### config.mk
export PLATFORM = sky130hd
export DESIGN_NAME = dsk_ctrl
export DESIGN_NICKNAME = d
export VERILOG_FILES = /design/src/rtl/dsk_pkg.sv /design/src/rtl/dsk_filter.sv /design/src/rtl/dsk_therm_reg.sv /design/src/rtl/dsk_scan.sv /design/src/rtl/dsk_ctrl.sv
export SDC_FILE = /design/constraint.sdc
export NUM_CORES = 1
export LEC_CHECK = 0
export BUFFER_PORTS_ARGS = -buffer_cell sky130_fd_sc_hd__buf_2
export CORE_UTILIZATION = 51
export DETAILED_ROUTE_END_ITERATION = 16
export GPL_TIMING_DRIVEN = 0
export PLACE_DENSITY = 0.71
export RECOVER_POWER = 100
export SLEW_MARGIN = 40
export SYNTH_ARGS = -nofsm -noshare
export SYNTH_HDL_FRONTEND = slang
export SYNTH_SLANG_ARGS = --single-unit
### constraint.sdc
create_clock -name clk_i -period 3 [get_ports clk_i]
set_input_delay 0.15 -clock clk_i [delete_from_list [all_inputs] [get_ports clk_i]]
set_output_delay 0.15 -clock clk_i [all_outputs]
set_load 0.01 [all_outputs]
### src/rtl/dsk_pkg.sv
package dsk_pkg;
  typedef struct packed {
    logic inc;
    logic dec;
  } dsk_step_t;
endpackage

### src/rtl/dsk_filter.sv
module dsk_filter #(
  parameter int FILT_N = 4,
  parameter int LOCK_M = 6
) (
  input  logic              clk_i,
  input  logic              rst_ni,
  input  logic              dec_ok_i,
  input  logic              dec_up_i,
  output dsk_pkg::dsk_step_t step_o,
  output logic              locked_o
);
  localparam int RUN_W = $clog2(FILT_N + 1);
  localparam int ALT_W = $clog2(LOCK_M + 1);

  logic             have_prev_q, last_up_q;
  logic [RUN_W-1:0] run_q, run_nxt;
  logic [ALT_W-1:0] alt_q, alt_nxt;
  logic             same, fire;

  assign same    = have_prev_q && (dec_up_i == last_up_q);
  assign run_nxt = same ? run_q + 1'b1 : RUN_W'(1);
  assign fire    = dec_ok_i && (run_nxt == RUN_W'(FILT_N));

  always_comb begin
    if (have_prev_q && !same)
      alt_nxt = (alt_q == ALT_W'(LOCK_M)) ? alt_q : alt_q + 1'b1;
    else
      alt_nxt = '0;
  end

  always_ff @(posedge clk_i or negedge rst_ni) begin
    if (!rst_ni) begin
      have_prev_q <= 1'b0;
      last_up_q   <= 1'b0;
      run_q       <= '0;
      alt_q       <= '0;
    end else if (dec_ok_i) begin
      have_prev_q <= 1'b1;
      last_up_q   <= dec_up_i;
      run_q       <= fire ? '0 : run_nxt;
      alt_q       <= alt_nxt;
    end
  end

  assign step_o.inc = fire && dec_up_i;
  assign step_o.dec = fire && !dec_up_i;
  assign locked_o   = (alt_q == ALT_W'(LOCK_M));
endmodule

### src/rtl/dsk_therm_reg.sv
module dsk_therm_reg #(
  parameter int DLY_W = 20
) (
  input  logic               clk_i,
  input  logic               rst_ni,
  input  logic               wr_i,
  input  logic [DLY_W-1:0]   wr_data_i,
  input  dsk_pkg::dsk_step_t step_i,
  output logic [DLY_W-1:0]   q_o
);
  logic [DLY_W-1:0] q, q_inc, q_dec;

  for (genvar i = 0; i < DLY_W; i++) begin : g_bit
    if (i == 0) begin : g_lo
      assign q_inc[i] = 1'b1;
    end else begin : g_lo_n
      assign q_inc[i] = q[i-1];
    end
    if (i == DLY_W - 1) begin : g_hi
      assign q_dec[i] = 1'b0;
    end else begin : g_hi_n
      assign q_dec[i] = q[i+1];
    end
  end

  always_ff @(posedge clk_i or negedge rst_ni) begin
    if (!rst_ni)          q <= '0;
    else if (wr_i)        q <= wr_data_i;  // test write beats the loop
    else if (step_i.inc)  q <= q_inc;
    else if (step_i.dec)  q <= q_dec;
  end

  assign q_o = q;
endmodule

### src/rtl/dsk_scan.sv
module dsk_scan #(
  parameter int DLY_W = 20
) (
  input  logic             clk_i,
  input  logic             rst_ni,
  input  logic             capture_i,
  input  logic             shift_i,
  input  logic             sdi_i,
  input  logic [DLY_W-1:0] par_i,
  output logic             sdo_o,
  output logic [DLY_W-1:0] shadow_o
);
  logic [DLY_W-1:0] sh_q;

  always_ff @(posedge clk_i or negedge rst_ni) begin
    if (!rst_ni)        sh_q <= '0;
    else if (capture_i) sh_q <= par_i;
    else if (shift_i)   sh_q <= {sdi_i, sh_q[DLY_W-1:1]};
  end

  assign sdo_o    = sh_q[0];
  assign shadow_o = sh_q;
endmodule

### src/rtl/dsk_ctrl.sv
module dsk_ctrl #(
  parameter int DLY_W  = 20,
  parameter int FILT_N = 4,
  parameter int LOCK_M = 6
) (
  input  logic             clk_i,
  input  logic             rst_ni,
  input  logic             en_ni,
  input  logic             freeze_i,
  input  logic             dec_valid_i,
  input  logic             dec_up_i,
  input  logic             tap_capture_i,
  input  logic             tap_shift_i,
  input  logic             tap_update_i,
  input  logic             tap_sdi_i,
  output logic             tap_sdo_o,
  output logic [DLY_W-1:0] dly_o,
  output logic             locked_o
);
  dsk_pkg::dsk_step_t step;
  logic [DLY_W-1:0]   dly_q, shadow_q;
  logic               dec_ok;

  assign dec_ok = dec_valid_i && !freeze_i && !en_ni;

  dsk_filter #(.FILT_N(FILT_N), .LOCK_M(LOCK_M)) i_filter (
    .clk_i    (clk_i),
    .rst_ni   (rst_ni),
    .dec_ok_i (dec_ok),
    .dec_up_i (dec_up_i),
    .step_o   (step),
    .locked_o (locked_o)
  );

  dsk_therm_reg #(.DLY_W(DLY_W)) i_reg (
    .clk_i     (clk_i),
    .rst_ni    (rst_ni),
    .wr_i      (tap_update_i),
    .wr_data_i (shadow_q),
    .step_i    (step),
    .q_o       (dly_q)
  );

  dsk_scan #(.DLY_W(DLY_W)) i_scan (
    .clk_i     (clk_i),
    .rst_ni    (rst_ni),
    .capture_i (tap_capture_i),
    .shift_i   (tap_shift_i),
    .sdi_i     (tap_sdi_i),
    .par_i     (dly_q),
    .sdo_o     (tap_sdo_o),
    .shadow_o  (shadow_q)
  );

  assign dly_o = en_ni ? '0 : dly_q;
endmodule

### Word level (Yosys, flattened, before mapping)

Index checks and enable logic that the tools add are counted.

| word-level totals | value |
|---|---|
| input port bits | 10 |
| logic and storage cells | 36 |
| flip-flop bits (word level) | 48 |

| cells by class | value |
|---|---|
| reductions and logical operators | 14 |
| multiplexer cells | 10 |
| eq/ne operators | 4 |
| add/subtract/negate cells | 2 |

Operators by type and width:

| cell | count |
|---|---|
| two-way mux 20 bit | 6 |
| two-way mux 3 bit | 4 |
| logical AND 1 bit | 7 |
| adder 3 x 1 -> 3 bit (second input constant) | 2 |
| == test 3 bit (second input constant) | 2 |
| zero test 1 bit | 4 |
| nonzero test 3 bit | 1 |
| inequality test 2 bit (second input constant) | 1 |
| AND reduction 2 bit | 1 |
| nonzero test 2 bit | 1 |
| == test 1 bit | 1 |

### Depth between registers and ports, before layout

Gate-level depths: netlist (run 1).

| depth | value |
|---|---|
| word-level depth | 9 |
| depth in mapped cells | 5 |
| mapped depth without buffers | 5 |

### By module

From an unflattened synthesis (run 1), not the netlist that was laid out.

| second synthesis, totals | value |
|---|---|
| cells, all modules | 262 |
| area total of the unflattened synthesis | 2641.3 sq um |

Modules (own cells, without submodules):

| module | area each (sq um) | cells an instance | seq. area each (sq um) | instances |
|---|---|---|---|---|
| dsk_therm_reg | 1099.8 | 112 | 500.5 | 1 |
| dsk_scan | 932.1 | 87 | 500.5 | 1 |
| dsk_filter | 432.9 | 40 | 200.2 | 1 |
| dsk_ctrl | 176.4 | 23 | 0.0 | 1 |

### Worst setup path before layout (run 1)

Ideal clock, no wire load.

| timing | value |
|---|---|
| path kind | register -> register |
| start | register i_filter.run_q[0] |
| end | register i_reg.q[0], in the netlist i_reg.q_o[0] |
| cell stages (with the launch flop) | 6 |
| arrival | 1.731 ns |
| data required time | 2.877 ns |
| path slack | 1.147 ns |
| path through | dfrtp_1 > ha_1 > nand2b_1 > or4_4 > buf_6 > o221a_2 |

| between the ends | value |
|---|---|
| longest elaborated chain between the ends | 7 |

Ends and longest elaborated chain:

| element | line | source |
|---|---|---|
| start: declaration | dsk_filter.sv:16 | `logic [RUN_W-1:0] run_q, run_nxt;` |
| start signal: assignment | dsk_filter.sv:40 | `run_q <= fire ? '0 : run_nxt;` |
| adder 3 x 1 -> 3 bit * | dsk_filter.sv:21 | `assign run_nxt = same ? run_q + 1'b1 : RUN_W'(1);` |
| two-way mux 3 bit * | dsk_filter.sv:21 |  |
| == test 3 bit * | dsk_filter.sv:22 | `assign fire = dec_ok_i && (run_nxt == RUN_W'(FILT_N));` |
| logical AND 1 bit * | dsk_filter.sv:22 |  |
| logical AND 1 bit | dsk_filter.sv:45 | `assign step_o.inc = fire && dec_up_i;` |
| two-way mux 20 bit | dsk_therm_reg.sv:29 | `else if (step_i.inc) q <= q_inc;` |
| two-way mux 20 bit | dsk_therm_reg.sv:28 | `else if (wr_i) q <= wr_data_i;` |
| end signal: assignment | dsk_therm_reg.sv:28 |  |
| end signal: assignment | dsk_therm_reg.sv:29 |  |
| end signal: assignment | dsk_therm_reg.sv:30 | `else if (step_i.dec) q <= q_dec;` |
| end: declaration | dsk_therm_reg.sv:11 | `logic [DLY_W-1:0] q, q_inc, q_dec;` |

Mark *: on every way between the ends. The rest lies on a longest branch, timed or not.
A chain may end at the register's enable or synchronous reset.

### Final worst setup path (run 1)

| timing | value |
|---|---|
| start | register i_filter.run_q[0] |
| end | register i_reg.q[7], in the netlist i_reg.q_o[7] |

Same word-level chain as after synthesis.

==> results.md, run 1 <==
- Compound-gate portion of the synthesized area: 17.7%
- FF-to-FF Start: i_filter.run_q[0]
- Filler Cell Count: 494
- Share of synthesized cell area in and, or, nand and nor gates: 18.3%
- Part of the power in registers: 50.8%
- Number of routed nets with antenna violations: 0
- Worst reg2reg path depth: 5
- Rows: 26
- Fraction of final layout cells sized beyond drive strength 1: 4.64%
- Bufs on Longest Clock Path: 2
- Post-synth EDFFs: 0
- Initial standard-cell utilization of the core: 53.7%
- Chip width: 76.0 um
- Portion of the clock cycle consumed by the worst path in the final layout: 74.8%
- Adder-Cell Fraction of Synth Area: 1.34%
- RePlAce Congestion: 0.841
- Sum of negative setup slack: 0 ns
- Die Area: 5780 um2
- Critical Path End Type: flop
- Proportion of netlist area held by the largest area contributor: 43.0%
- Final worst setup slack: 0.757 ns
- CTS tree: built
- Combinational family with the most area after synthesis: simple AND/OR/NAND/NOR gates
- Worst-case headroom to the max-slew limit: 21.0%
- Chip Height: 76.0 um
- IO Pins: 32
- Switching Share: 33.6%
- Total power draw: 1.59 mW
- Peak supply drop: 0.331 mV
- Final routed wire length divided by cell count: 16.5 um
- Synthesized instance count: 286
- Wire length of the first global-routing pass: 11100 um
- Resize count post-CTS: 0
- Largest clock skew in the final design: 0.00775 ns
- RSZ-0062 raised after global routing: false
- Worst hold stages: 3
- Required arrival time at the worst endpoint: 3.17 ns
- Via count of the first global-routing pass: 2319
- Core footprint: 5200 um2
- Worst setup path class: flop to flop
- Final #Nets: 335
- Pre-CTS WS: 0.998 ns
- Mapped cell area: 2800 um2
- Initial DRT Pass Iterations: 5
- Post-synth ARST share: 100%
- Count of final setup violators: 0
- Count of endpoints failing hold in the final timing report: 0
- Number of H-tree levels: 2
- Clock latency on the worst-skew pair: 0.30 ns
- Hold slack final: 0.188 ns
- Layout-stage area growth over the synthesis result: 9.80%
- Worst-case hold path end point: i_scan.shadow_o[19]
- Max capacitance violation total: 0
- Violation count after the first detailed-route iteration: 235
- Leading post-synthesis cells by instance count: sky130_fd_sc_hd__dfrtp_1 (48), sky130_fd_sc_hd__nand2_1 (43), sky130_fd_sc_hd__mux2i_1 (39), sky130_fd_sc_hd__nor2b_1 (39), sky130_fd_sc_hd__clkbuf_1 (24)
- Number of nets produced by synthesis: 299
- Clock net sink count: 48
- Inserted Diodes: 0
- Max-slew violations: 0
- Arrival time at the worst endpoint: 2.41 ns
- Sequential cell area: 1200 um2
- # DRC: 0
- Synth area leaders: sky130_fd_sc_hd__dfrtp_1 (43%), sky130_fd_sc_hd__mux2i_1 (14%), sky130_fd_sc_hd__nor2b_1 (8.7%), sky130_fd_sc_hd__o41ai_1 (6.3%), sky130_fd_sc_hd__nand2_1 (5.8%)
- Maximum number of pins on one net before global-route repair: 49
- Post-CTS repair timing setup buffer count: 0
- Internal portion of total power: 1.06 mW
- Maximum fanout along the worst path: 10
- Final Critical Period: 2.24 ns
- Input/output buffers: 28
- Achievable frequency: 446 MHz
- Most instantiated library cell after synthesis: sky130_fd_sc_hd__dfrtp_1
- Mean Syn Cell Area: 9.77 um2
- Capture instance of the worst register-to-register path: i_reg.q_o[7]
- HPWL after detailed placement: 4640 um
- Detailed-route vias per instance: 5.82
- Initial antenna violation count: 0
- Actual slew at the worst max-slew pin: 1.19 ns
- Gr usage total: 24.2%
- Proportion of synthesized area in mux cells: 14.0%
- P_sw: 0.535 mW
- Power density of the placed cells: 518 nW/um2
- Cell type with the largest total area after synthesis: sky130_fd_sc_hd__dfrtp_1
- Fraction of synthesized cell area in xor and xnor cells: 0.895%
- Worst-path clk slew: 0.08 ns
- Power share of the combinational group: 24.5%
- Clock Tree Root: sky130_fd_sc_hd__clkbuf_8
- Register bit total from synthesis: 48
- Top FF cell, synth: sky130_fd_sc_hd__dfrtp_1
- Type of origin of the critical path: flop
- Kind of path behind the tightest hold check: input pin to flop
- Portion of the post-synthesis area used by sequential elements: 43.0%
- Clock power share: 24.7%
- Number of buffers created by CTS: 5
- Synth unique cells: 32
- Reg2reg setup slack: 0.76 ns
- Yosys Warn Count: 0
- Startpoint of the lowest-slack hold path: tap_sdi_i
- Multi-input gate area in the final layout: 1450 um2
- Vias after detailed routing: 2289
- Overall overflow remaining after global route: 0
- Leakage power figure: 1.26 nW
- Total Wirelength: 6500 um
- Run status: complete, no violations
-- state kept, by name, summed over array words and instances, names as in the netlist --
signal and flops:
i_filter.alt_q 3, i_filter.have_prev_q 1, i_filter.last_up_q 1, i_filter.run_q 3
i_reg.q_o 20, i_scan.shadow_o 20
-- power groups by stage --
stage	Combinational (mW)	Clock (mW)	Sequential, mW
after global placement	0.396	0	0.816
after global routing	0.442	0.431	0.820
final	0.390	0.393	0.808
after floorplan	0.302	0	0.790
after detailed placement	0.404	0	0.819
after CTS	0.406	0.401	0.806
-- logic make-up after synthesis --
| group | count (synthesis) |
|---|---|
| fa+ha+maj | 3 |
| compound gates | 67 |
| xor+xnor | 2 |
| mux | 39 |
| flops | 48 |
| simple gates | 97 |
| buf+inv | 30 |
-- metal layers --
metal | routed length (um) | vias to the layer above | track usage, %
met1 | 3110 | 1107 | 34.0
met2 | 3060 | 61 | 38.1
met4 | 38 | 0 | 7.12
met5 | 0 | - | 0
met3 | 298 | 4 | 4.67
li1 | - | 1117 | -
-- critical path: stages (launching register included) --
cell and delay (ns):
sky130_fd_sc_hd__dfrtp_1 0.42, sky130_fd_sc_hd__ha_1 0.31, sky130_fd_sc_hd__nand2b_1 0.19, sky130_fd_sc_hd__or4_1 0.51
sky130_fd_sc_hd__clkbuf_1 0.26, sky130_fd_sc_hd__o311ai_0 0.42
-- metrics by stage --
| step | instance area (um2) | utilization (%) | std cells |
|---|---|---|---|
| finish | 3070 | 59.0 | 393 |
| global route | 3070 | 59.0 | 393 |
| CTS | 3130 | 60.0 | 393 |
| detailed placement | 3030 | 58.1 | 384 |
| global placement | 3020 | 58.1 | 384 |
| floorplan | 2800 | - | 286 |
-- cell type report --
type	count	area share, %
Tap cell	70	2.85
Sequential cell	48	39.1
Clock buffer	8	2.94
Timing Repair Buffer	29	4.00
Inverter	3	0.367
Multi-Input combinational cell	208	47.2
Buffer	27	3.55
-- layout by cell type, fill, tap and decap left out, types with 2 or more instances in the layout --
master / Yosys / final
sky130_fd_sc_hd__o41ai_1: 20 / 20
sky130_fd_sc_hd__nor2_1: 3 / 3
sky130_fd_sc_hd__o21ai_0: 20 / 20
sky130_fd_sc_hd__buf_2: 0 / 5
sky130_fd_sc_hd__ha_1: 3 / 3
sky130_fd_sc_hd__dfrtp_1: 48 / 48
sky130_fd_sc_hd__clkbuf_8: 0 / 6
sky130_fd_sc_hd__clkbuf_1: 24 / 50
sky130_fd_sc_hd__nor2b_1: 39 / 39
sky130_fd_sc_hd__o311ai_0: 0 / 17
sky130_fd_sc_hd__mux2i_1: 39 / 39
sky130_fd_sc_hd__a21oi_1: 3 / 3
sky130_fd_sc_hd__nand2b_1: 2 / 2
sky130_fd_sc_hd__inv_1: 3 / 3
sky130_fd_sc_hd__nand2_1: 43 / 43
-- how the worst max path moves through the flow --
stage,start,to,slack (ns)
floorplan,i_filter.run_q[0],i_reg.q_o[0],1.15
global placement,i_filter.run_q[0],i_reg.q_o[14],1.05
detailed placement,i_filter.run_q[0],i_reg.q_o[7],1.0
CTS,i_filter.run_q[0],i_reg.q_o[7],0.98
global route,i_filter.run_q[0],i_reg.q_o[3],0.60
finish,i_filter.run_q[0],i_reg.q_o[7],0.76
-- repair_timing --
action / CTS / global route
endpoints found under the setup margin: 0 / 0
hold buffers: 1 / 0
endpoints found under the hold margin: 48 / 0
Note: power is estimated with default switching activity, not from simulation.
==> run 2: changes to the inputs <==
PLACE_DENSITY = 0.74   (was 0.71)
clock period = 1.9 ns   (was 3 ns; I/O delays follow)
==> run 2 against run 1 <==
Total power grew 66%. Final area grew 8.8%. Global-route usage shrank 0.96 points. Largest cell class unchanged. Highest routed layer unchanged. Sequential share of layout area shrank 3.2 points. Critical path type unchanged. Critical path depth is the same. Worst setup slack lost 0.73 ns.
==> results.md, run 2 (synthesis results as in run 1) <==
- Run status: complete, no violations
- Maximum fanout along the worst path: 10
- Kind of path behind the tightest hold check: input pin to flop
- Initial DRT Pass Iterations: 4
- Max-slew violations: 0
- Timing startpoint of the critical path: i_filter.run_q[0]
- # DRC: 0
- Final Instance Area: 3340 um2
- Power density of the placed cells: 790 nW/um2
- Wire length of the first global-routing pass: 10900 um
- Initial antenna violation count: 0
- IO Pins: 32
- Chip Height: 76.0 um
- Inserted Diodes: 0
- Number of routed nets with antenna violations: 0
- Core footprint: 5200 um2
- Peak supply drop: 0.434 mV
- Final Critical Period: 1.87 ns
- Via count of the first global-routing pass: 2252
- Clock Tree Root: sky130_fd_sc_hd__clkbuf_8
- Worst-path clk slew: 0.08 ns
- FF-to-FF Start: i_filter.run_q[0]
- RSZ-0062 raised after global routing: true
- Bufs on Longest Clock Path: 2
- Kind of cell adding the most delay to the critical path: simple AND/OR/NAND/NOR gates
- Initial standard-cell utilization of the core: 53.7%
- Cells along the critical path: ha_4, nand2b_4, or4_4, buf_6, o311ai_1
- Overall overflow remaining after global route: 0
- Leakage power figure: 1.40 nW
- Final #Nets: 336
- Required arrival time at the worst endpoint: 2.10 ns
- Non-filler cells in the finished layout: 393
- Input/output buffers: 28
- Number of H-tree levels: 2
- Achievable frequency: 535 MHz
- Detailed-route vias per instance: 5.96
- Total Wirelength: 6690 um
- Type of origin of the critical path: flop
- RePlAce Congestion: 0.819
- Clock net sink count: 48
- Startpoint of the lowest-slack hold path: tap_sdi_i
- Worst setup path class: flop to flop
- Largest stage delay on the critical path: 0.50 ns
- Die Area: 5780 um2
- Max capacitance violation total: 0
- Actual slew at the worst max-slew pin: 1.17 ns
- HPWL after detailed placement: 4450 um
- Sum of buffers and inverters on the critical path: 1
- Largest clock skew in the final design: 0.00524 ns
- Chip width: 76.0 um
- Filler Cell Count: 447
- Gr usage total: 23.2%
- Clock latency on the worst-skew pair: 0.30 ns
- Vias after detailed routing: 2343
- Worst-case headroom to the max-slew limit: 22.2%
- Arrival time at the worst endpoint: 2.07 ns
- Worst path slowest cell: sky130_fd_sc_hd__or4_4
- Commonest non-fill, non-tap cell in the layout: sky130_fd_sc_hd__dfrtp_1
- Count of final setup violators: 0
- Count of endpoints failing hold in the final timing report: 0
- Top library cells by usage in the layout, fill and taps aside: sky130_fd_sc_hd__dfrtp_1 (48), sky130_fd_sc_hd__clkbuf_1 (44), sky130_fd_sc_hd__nand2_1 (43)
- Layout-stage area growth over the synthesis result: 19.5%
- Portion of the clock cycle consumed by the worst path in the final layout: 98.4%
- Critical Path End Type: flop
- Violation count after the first detailed-route iteration: 247
- CTS tree: built
- Rows: 26
- Maximum number of pins on one net before global-route repair: 49
- Cell area after placement: 3030 um2
- Fraction of final layout cells sized beyond drive strength 1: 15.8%
- Final routed wire length divided by cell count: 17.0 um
- Number of buffers created by CTS: 5
- Total power draw: 2.64 mW
- Post-placement cell count: 384
- Hold slack final: 0.0949 ns
==> run 2: where the power goes <==
part           leakage (nW)  total (mW)  switching, mW  internal [mW]
clock                0.0410       0.583          0.332          0.251
sequential            0.645        1.28          0.136           1.14
combinational         0.719       0.775          0.486          0.289
total                  1.40        2.64          0.954           1.68
==> run 2: through the flow <==
stage	worst slack, ns	TNS (ns)	util, %
2_1_floorplan	0.0468	0	-
3_3_place_gp	-0.0756	-0.373	58.1
3_5_place_dp	-0.0900	-1.11	58.1
4_1_cts	-0.00588	-0.0119	61.1
5_1_grt	-0.0108	-0.0442	64.2
6_report	0.0313	0	64.2
==> run 2: path summary, 6_finish.rpt <==
check                                      end  slack [ns]  cells after the start
min in group asynchronous   i_scan.shadow_o[8]        0.56                      2
min reg2reg                  i_filter.alt_q[0]        0.51                      1
min                        i_scan.shadow_o[19]        0.09                      3
max reg2reg                       i_reg.q_o[9]        0.03                      5
max                               i_reg.q_o[9]        0.03                      5
max in group asynchronous        i_reg.q_o[13]        0.64                      2
==> run 2: worst reg2reg max path: cells and delay by family (launching register included) <==
kind / cells / cell delay [ns]
flops: 1 / 0.42
buf+inv: 1 / 0.18
simple gates: 2 / 0.65
fa+ha+maj: 1 / 0.25
compound gates: 1 / 0.27
==> run 2: what timing repair did <==
action / CTS / global route
hold buffers: 1 / 0
endpoints found under the setup margin: 19 / 19
buffers inserted: 1 / 0
endpoints found under the hold margin: 48 / 0
gates resized for setup: 8 / 30
==> run 2: metal layers <==
metal | GRT usage (%) | vias up | share of wire [%]
met1 | 32.1 | 1165 | 46
met3 | 4.43 | 11 | 4.5
met5 | 0 | - | 0
li1 | - | 1113 | -
met2 | 37.3 | 54 | 48
met4 | 6.73 | 0 | 1.4
==> run 2: final cells by class <==
class,count,area (um2),area share (%)
multi-input cells,208,1700,51.0
flip-flops and latches,48,1200,36.0
repair buffers,30,130,3.90
plain buffers,27,128,3.82
well taps,70,87.6,2.62
clock buffers,6,72.6,2.17
inverters,3,11.3,0.337
clock inverters,1,5.00,0.150
==> run 3: changes to the inputs <==
ABC_AREA = 1   (was not set)
CTS_CLUSTER_SIZE = 40   (was not set)
==> run 3 against run 2 <==
Critical path depth up 5. Maximum frequency up 6.7%. Global-route usage up 2.8 points. Count of clock-buffer cells in the layout down 1. First-iteration DRC count up 2.8%. Sequential power up 3%.
==> results.md, run 3 <==
- Most frequent CP cell: sky130_fd_sc_hd__nand2_1
- Yosys Warn Count: 0
- Rows: 26
- Critical Path End Type: flop
- Initial standard-cell utilization of the core: 53.6%
- Worst hold stages: 2
- IO Pins: 32
- Reg2reg setup slack: 0.15 ns
- Clock Tree Root: sky130_fd_sc_hd__clkbuf_8
- Worst-path clk slew: 0.09 ns
- Maximum fanout along the worst path: 10
- Number of nets produced by synthesis: 412
- Commonest non-fill, non-tap cell in the layout: sky130_fd_sc_hd__nand2_1
- Achievable frequency: 571 MHz
- Worst reg2reg path depth: 10
- # DRC: 0
- CTS tree: built
- Overall overflow remaining after global route: 0
- Worst-case headroom to the max-slew limit: 21.7%
- Core footprint: 5170 um2
- Post-synth ARST share: 100%
- Synth area leaders: sky130_fd_sc_hd__dfrtp_1 (43%), sky130_fd_sc_hd__nand2_1 (14%), sky130_fd_sc_hd__nand3_1 (7.4%), sky130_fd_sc_hd__nor2_1 (5.8%), sky130_fd_sc_hd__nand4_1 (4.7%)
- RSZ-0062 raised after global routing: false
- RePlAce Congestion: 0.851
- Number of routed nets with antenna violations: 0
- Capture instance of the worst register-to-register path: i_reg.q_o[10]
- Chip Height: 75.7 um
- Cells along the critical path: ha_1, inv_1, nand2_1, nor2_4, nand2_2, clkbuf_4, nand3_1, nand2_1, clkinv_1, nand2_1
- Count of final setup violators: 0
- Sum of buffers and inverters on the critical path: 3
- Number of buffers created by CTS: 5
- Count of endpoints failing hold in the final timing report: 0
- Via count of the first global-routing pass: 2385
- Clock net sink count: 48
- Power density of the placed cells: 886 nW/um2
- Bufs on Longest Clock Path: 2
- Number of H-tree levels: 2
- Post-placement cell count: 499
- Layout-stage area growth over the synthesis result: 12.7%
- Peak supply drop: 0.577 mV
- Synthesized instance count: 399
- Synth unique cells: 25
- Total Wirelength: 6760 um
- Final core utilization: 60.4%
- Non-filler cells in the finished layout: 509
- Final #Nets: 451
- Wire length of the first global-routing pass: 11100 um
- Startpoint of the lowest-slack hold path: tap_shift_i
- Multi-input gate area in the final layout: 1280 um2
- FF-to-FF Start: i_filter.run_q[0]
- Actual slew at the worst max-slew pin: 1.17 ns
- Violation count after the first detailed-route iteration: 254
- Pre-CTS WS: -0.0104 ns
- Inserted Diodes: 0
- Detailed-route vias per instance: 5.30
- Most instantiated library cell after synthesis: sky130_fd_sc_hd__nand2_1
- Cell type with the largest total area after synthesis: sky130_fd_sc_hd__dfrtp_1
- Final worst setup slack: 0.148 ns
- Sum of negative setup slack: 0 ns
- Mean Syn Cell Area: 6.95 um2
- Die Area: 5740 um2
- Input/output buffers: 30
- Initial antenna violation count: 0
- Portion of the post-synthesis area used by sequential elements: 43.3%
- Kind of path behind the tightest hold check: input pin to flop
- Mapped cell area: 2770 um2
- Top FF cell, synth: sky130_fd_sc_hd__dfrtp_1
- Final routed wire length divided by cell count: 13.3 um
- Initial DRT Pass Iterations: 5
- Register bit total from synthesis: 48
- Kind of cell adding the most delay to the critical path: simple AND/OR/NAND/NOR gates
- Run status: complete, no violations
- Fraction of final layout cells sized beyond drive strength 1: 7.52%
- Sequential cell area: 1200 um2
- Leading post-synthesis cells by instance count: sky130_fd_sc_hd__nand2_1 (106), sky130_fd_sc_hd__dfrtp_1 (48), sky130_fd_sc_hd__nor2_1 (43)
- Required arrival time at the worst endpoint: 2.10 ns
- Post-synth EDFFs: 0
- Max capacitance violation total: 0
- Worst-case hold path end point: i_scan.shadow_o[0]
- Chip width: 75.7 um
- Filler Cell Count: 496
- Total power draw: 2.77 mW
- HPWL after detailed placement: 4900 um
- Worst setup path class: flop to flop
- Top library cells by usage in the layout, fill and taps aside: sky130_fd_sc_hd__nand2_1 (106), sky130_fd_sc_hd__dfrtp_1 (48), sky130_fd_sc_hd__nor2_1 (42)
- Worst path slowest cell: sky130_fd_sc_hd__dfrtp_1
- Type of origin of the critical path: flop
- Proportion of netlist area held by the largest area contributor: 43.3%
- Largest stage delay on the critical path: 0.42 ns
- Gr usage total: 26.0%
- Arrival time at the worst endpoint: 1.95 ns
- Clock latency on the worst-skew pair: 0.31 ns
- Final Critical Period: 1.75 ns
- Leakage power figure: 1.52 nW
- Max-slew violations: 0
- Maximum number of pins on one net before global-route repair: 49
- Portion of the clock cycle consumed by the worst path in the final layout: 92.2%
- Largest clock skew in the final design: 0.0120 ns
- Vias after detailed routing: 2699
-- run 3: changes by cell type after synthesis, moves of 8 or more --
cell,before,now
sky130_fd_sc_hd__nand2_1,43,106
sky130_fd_sc_hd__nand3_1,1,41
sky130_fd_sc_hd__nor2_1,3,43
sky130_fd_sc_hd__mux2i_1,39,0
sky130_fd_sc_hd__nor2b_1,39,0
sky130_fd_sc_hd__inv_1,3,32
sky130_fd_sc_hd__nand4_1,0,21
sky130_fd_sc_hd__o41ai_1,20,0
sky130_fd_sc_hd__o311ai_1,18,0
sky130_fd_sc_hd__clkinv_1,0,17
sky130_fd_sc_hd__a21oi_1,3,19
sky130_fd_sc_hd__o21ai_1,0,8
-- run 3: worst register-to-register path, stage by stage (launching register included) --
cell                       delay [ns]
sky130_fd_sc_hd__dfrtp_1         0.42
sky130_fd_sc_hd__ha_1            0.32
sky130_fd_sc_hd__inv_1           0.06
sky130_fd_sc_hd__nand2_1         0.09
sky130_fd_sc_hd__nor2_4          0.16
sky130_fd_sc_hd__nand2_2         0.14
sky130_fd_sc_hd__clkbuf_4        0.23
sky130_fd_sc_hd__nand3_1         0.09
sky130_fd_sc_hd__nand2_1         0.07
sky130_fd_sc_hd__clkinv_1        0.04
sky130_fd_sc_hd__nand2_1         0.04
-- run 3: layer usage --
metal	global-route usage [%]	up-vias	wire, um
met1	37.0	1258	3160
li1	-	1354	-
met5	0	-	0
met4	7.00	0	55
met2	41.8	82	3210
met3	3.70	5	327
-- run 3: cell type report --
class	count	share of cell area, %
buffer	24	3.40
timing repair buffer	32	4.44
sequential	48	38.4
inverter	53	6.37
clock buffer	5	2.20
multi-input combinational	274	40.9
clock inverter	3	1.48
tap	70	2.80
-- run 3: cell families (layout without fill, tap and decap cells) --
group / Yosys count / after routing / share of synthesized area [%]
buffers and inverters: 77 / 117 / 10.9
AND/OR/NAND/NOR: 220 / 220 / 35.0
AO/OA/AOI/OAI: 51 / 51 / 9.48
flip-flops: 48 / 48 / 43.3
adder cells (fa/ha/maj): 3 / 3 / 1.35
-- run 3: how the worst max path moves through the flow --
stage	start	end	slack, ns	cells after the start
floorplan	i_filter.run_q[0]	i_reg.q_o[10]	0.30	8
global placement	i_filter.run_q[0]	i_reg.q_o[8]	0.02	8
detailed placement	i_filter.run_q[0]	i_reg.q_o[8]	-0.01	8
CTS	i_filter.run_q[0]	i_reg.q_o[14]	0.02	9
global route	i_filter.run_q[0]	i_reg.q_o[8]	0.03	10
finish	i_filter.run_q[0]	i_reg.q_o[10]	0.15	10
-- run 3: power breakdown --
| part | switching [mW] | internal, mW |
|---|---|---|
| combinational | 0.454 | 0.225 |
| clock | 0.377 | 0.397 |
| sequential | 0.132 | 1.18 |
| total | 0.963 | 1.81 |
-- run 3: timing repair --
item,in CTS,in global routing
pin swaps,0,1
endpoints found under the setup margin,8,19
buffers inserted,0,1
gates cloned,0,0
resized for setup,2,3
hold buffers,1,0
endpoints found under the hold margin,48,0
-- run 3: per-stage QoR --
step | hold slack [ns] | area [um2]
final | 0.0223 | 3130
after global routing | 0.0302 | 3130
after CTS | 0.0210 | 3140
after detailed placement | 0.149 | 3010
after global placement | 0.338 | 3010
after floorplan | -0.201 | 2770
